### src/rtl/dbg_halt_ctl.sv
module dbg_halt_ctl #(
  parameter int GUARD_CYC = 150,
  localparam int CW = $clog2(GUARD_CYC + 1)
) (
  input  logic       clk,
  input  logic       rst_n,
  input  logic       dbg_en,
  input  logic       insn_bnd,
  input  logic       host_bkgd,
  input  logic       host_go,
  input  logic       sw_bgnd,
  input  logic       brk_req,
  input  logic       brk_after,
  input  logic       cpu_we,
  input  logic       dbg_we,
  input  logic       csel_wr,
  input  logic       csel_val,
  input  logic       tick_const,
  input  logic       tick_fast,
  input  logic       sync_req,
  output logic       halted,
  output logic       stall,
  output logic       reg_we,
  output logic       csel,
  output logic       guard_busy,
  output logic       sync_ok,
  output logic       sync_err,
  output logic [1:0] status
);

  logic          halt_q, pend_q, skip_q, dead_q;
  logic          csel_q, prev_q, ok_q, err_q;
  logic [CW-1:0] cnt_q;

  wire open_w   = ~halt_q | host_go;
  wire any_req  = host_bkgd | sw_bgnd | brk_req;
  wire new_live = dbg_en & any_req & open_w;
  wire new_aft  = brk_req & brk_after & ~host_bkgd & ~sw_bgnd;
  wire new_dead = ~dbg_en & sw_bgnd & ~halt_q;
  wire req      = pend_q | new_live;
  wire skp      = req & (pend_q ? skip_q : 1'b1) & (new_live ? new_aft : 1'b1);

  always_ff @(posedge clk or negedge rst_n) begin
    if (!rst_n) begin
      halt_q <= 1'b0;
      pend_q <= 1'b0;
      skip_q <= 1'b0;
      dead_q <= 1'b0;
    end else if (halt_q) begin
      if (host_go) begin
        halt_q <= 1'b0;
        pend_q <= new_live;
        skip_q <= new_live & new_aft;
      end
      dead_q <= 1'b0;
    end else if (insn_bnd) begin
      dead_q <= 1'b0;
      skip_q <= 1'b0;
      if (req && !skp) begin
        halt_q <= 1'b1;
        pend_q <= 1'b0;
      end else begin
        pend_q <= req;
      end
    end else begin
      pend_q <= req;
      skip_q <= skp;
      dead_q <= dead_q | new_dead;
    end
  end

  wire chg      = csel_wr & (csel_val != csel_q);
  wire old_tick = prev_q ? tick_fast : tick_const;
  wire busy     = cnt_q != '0;
  wire refuse   = busy | chg;

  always_ff @(posedge clk or negedge rst_n) begin
    if (!rst_n) begin
      csel_q <= 1'b0;
      prev_q <= 1'b0;
      cnt_q  <= '0;
      ok_q   <= 1'b0;
      err_q  <= 1'b0;
    end else begin
      if (chg) begin
        csel_q <= csel_val;
        prev_q <= csel_q;
        cnt_q  <= CW'(GUARD_CYC);
      end else if (busy && old_tick) begin
        cnt_q <= cnt_q - CW'(1);
      end
      ok_q  <= sync_req & ~refuse;
      err_q <= sync_req & refuse;
    end
  end

  assign halted     = halt_q;
  assign stall      = pend_q | dead_q;
  assign reg_we     = halt_q ? dbg_we : cpu_we;
  assign csel       = csel_q;
  assign guard_busy = busy;
  assign sync_ok    = ok_q;
  assign sync_err   = err_q;
  assign status     = {csel_q, halt_q};

endmodule

### config.mk
export PLATFORM = sky130hd
export DESIGN_NAME = dbg_halt_ctl
export DESIGN_NICKNAME = d
export VERILOG_FILES = /design/src/rtl/dbg_halt_ctl.sv
export SDC_FILE = /design/constraint.sdc
export NUM_CORES = 1
export LEC_CHECK = 0
export ABC_AREA = 1
export BUFFER_PORTS_ARGS = -buffer_cell sky130_fd_sc_hd__buf_4
export CORE_MARGIN = 2
export CORE_UTILIZATION = 51
export DETAILED_ROUTE_END_ITERATION = 7
export PLACE_DENSITY = 0.84
export SLEW_MARGIN = 10
export SYNTH_ARGS = -nofsm -noshare
export SYNTH_HDL_FRONTEND = slang
export SYNTH_SLANG_ARGS = --single-unit
### constraint.sdc
create_clock -name clk -period 1.53 [get_ports clk]
set_input_delay 0.153 -clock clk [delete_from_list [all_inputs] [get_ports clk]]
set_output_delay 0.153 -clock clk [all_outputs]
set_load 0.005 [all_outputs]
==> metrics.cfg <==
[clock_network]
root_buffer = clkbuf_4
htreeDepth = 1
clk_latency_ns = 0.29
path_clk_slew_ns = 0.09
cts_tree = yes
cts_buffers = 3
clock-sinks = 16
cts_buffer_depth = 2

[die]
die_y_um = 47.9
ioPinCount = 25
initial_utilization = 0.557
core_um2 = 1760
floorplan.rows = 15
die_w_um = 47.9
dieArea_um2 = 2290

[drt]
wl_met1_um = 975
drt_iter0_drc = 27
wl_per_cell_um = 12.2
antenna_left = 0
drc = 0
wl_mm = 2.26
wl_met3_um = 142
route.vias.total = 953
dr_wl_met2_mm = 1.11
highest_layer = met4
viasPerCell = 5.15
drt_pass1_iterations = 4

[yosys]
synth-xor-area-share = 0.0178
ys_seq_elements = 16
syn_area_um2 = 982
synth-edff-count = 0
yosysUniqueCellTypes = 26
yosysWarnings = 0
synthTopCellsByCount = 30 x nand2_1, 20 x inv_1, 16 x dfrtp_1
syn-num-nets = 149
synth.top_cell.area_share = 0.408
yosysMostFrequentCell = nand2_1
muxShareOfSynthArea = 0
synthArstFlopShare = 1.00
synthAdderAreaFrac = 0.0255
ys_seq_area_frac = 0.408
synth_compound_area_frac = 0.115
synth_top_family_by_area = simple AND/OR/NAND/NOR gates
synthSimpleGateAreaFrac = 0.327
synthCells = 131
avgSynthCellArea_um2 = 7.50
synthFlopType = dfrtp_1
synth_area_leader_cell = dfrtp_1
ys_top_cells_by_area = dfrtp_1 41%, nand2_1 11%, inv_1 7.6%

[setup_path]
start_kind = flip-flop
crit_required_ns = 1.38
crit_fanout = 4
critPathMaxStageDelay_ns = 0.46
cp-end-kind = primary output
path_cells = nor2_4, nand2_2, nor2_4, inv_1, buf_4
crit_buf_inv = 2
cp_top_family = flip-flops
path_class = flip-flop to primary output
cp_common_cell = nor2_4
critPathSlowestCell = dfrtp_1
crit_arrival_ns = 1.34

[global_route]
grt_max_degree = 17
grt_pass1_vias = 855
antenna_found_initial = 0
grt_pass1_wl_mm = 3.48
gr-total-overflow = 0
grt_usage = 0.217

[sta]
hold_viol = 0
slew_violations = 0
worst_pin_slew_ns = 0.357
timing.hold.ws_ns = 0.0611
max_freq_mhz = 671
worst_slew_margin_rel = 0.762
fin_crit_sh = 0.974
setup_viol = 0
finClkSkew_ns = 0.000725
period_minus_slack_ns = 1.49

[final_layout]
fin_cells = 185
syn_to_final_growth_pct = 29.7
stdcell_area_um2 = 1270
diodes = 0
final_util = 0.722
nNetsFinal = 179
drive_gt1_frac = 0.300

[status]
status = finished, final reports clean

[placement]
placed_cells = 178
place_area_um2 = 1170
port_buffers = 24
gp_congestion = 0.860
dp_hpwl_mm = 1.62

[power_and_ir_drop]
power_mw = 2.02
vdd_drop_max_mv = 1.03
p_per_area_nw_per_um2 = 1590
p_leak_nw = 0.650

[run]
maxCapViolations = 0

[min_path]
min_path_type = primary input to flip-flop

final timing paths:
path	startpoint	to	slack [ns]	depth (start not counted)
worst max-delay path	cnt_q[3]	guard_busy	0.04	5
worst min-delay path	insn_bnd	dead_q	0.06	2
worst max register to register	cnt_q[1]	cnt_q[3]	0.11	8
worst min register to register	skip_q	skip_q	0.53	2
max in group asynchronous	rst_n	cnt_q[2]	1.09	2
min in group asynchronous	rst_n	dead_q	0.25	2
flip-flops by register name, indices dropped and copies added (netlist names):
| signal | count |
|---|---|
| cnt_q | 8 |
| csel | 1 |
| dead_q | 1 |
| halted | 1 |
| pend_q | 1 |
| prev_q | 1 |
| skip_q | 1 |
| sync_err | 1 |
| sync_ok | 1 |
what timing repair did:
action                                 in CTS  in global routing
pin swaps                                   1                  1
endpoints found under the hold margin      16                  0
setup endpoints to repair                   1                  4
hold buffers                                1                  0
buffers inserted                            2                  0
resized for setup                           2                  7
cell families (layout without fill, tap and decap cells):
kind of cell    Yosys count  in the layout
xor+xnor                  2              2
simple gates             69             69
buf+inv                  24             53
flops                    16             16
fa+ha+maj                 2              2
compound gates           18             18
power by group:
part,switching (mW),leakage (nW),internal (mW)
Sequential,0.159,0.198,0.569
Clock,0.137,0.0210,0.145
Combinational,0.580,0.431,0.436
Total,0.875,0.650,1.15
final cells by class:
class                      instances  area (um^2)
sequential                        16          400
tap                               25         31.3
clock buffer                       4         36.3
inverter                          21         78.8
timing repair buffer              28          213
multi-input combinational         91          514
fill                             152          490
cells in the final DEF (no fill, tap or decap), types with 2 or more instances in the layout:
cell,count
o21ai_0,4
nand2_1,30
nor2_1,10
nand3_1,12
dfrtp_1,16
inv_2,3
o21ai_1,5
clkbuf_4,3
or2_2,2
nor2_4,3
a21oi_1,4
nand4_1,4
inv_1,18
xor2_1,2
nor3_1,2
buf_4,27
nand2_2,2
metal layers:
layer  vias to the layer above  global-route usage
met5                         -                   0
met4                         0              0.0811
met3                         6              0.0453
met2                        45               0.355
met1                       430               0.282
li1                        472                   -
per-stage QoR:
step                      worst slack [ns]  setup TNS, ns
final                               0.0400              0
after detailed placement             0.124              0
after global routing               -0.0147        -0.0147
after CTS                          0.00901              0
after global placement               0.169              0
after floorplan                      0.215              0
Note: power is estimated with default switching activity, not from simulation.
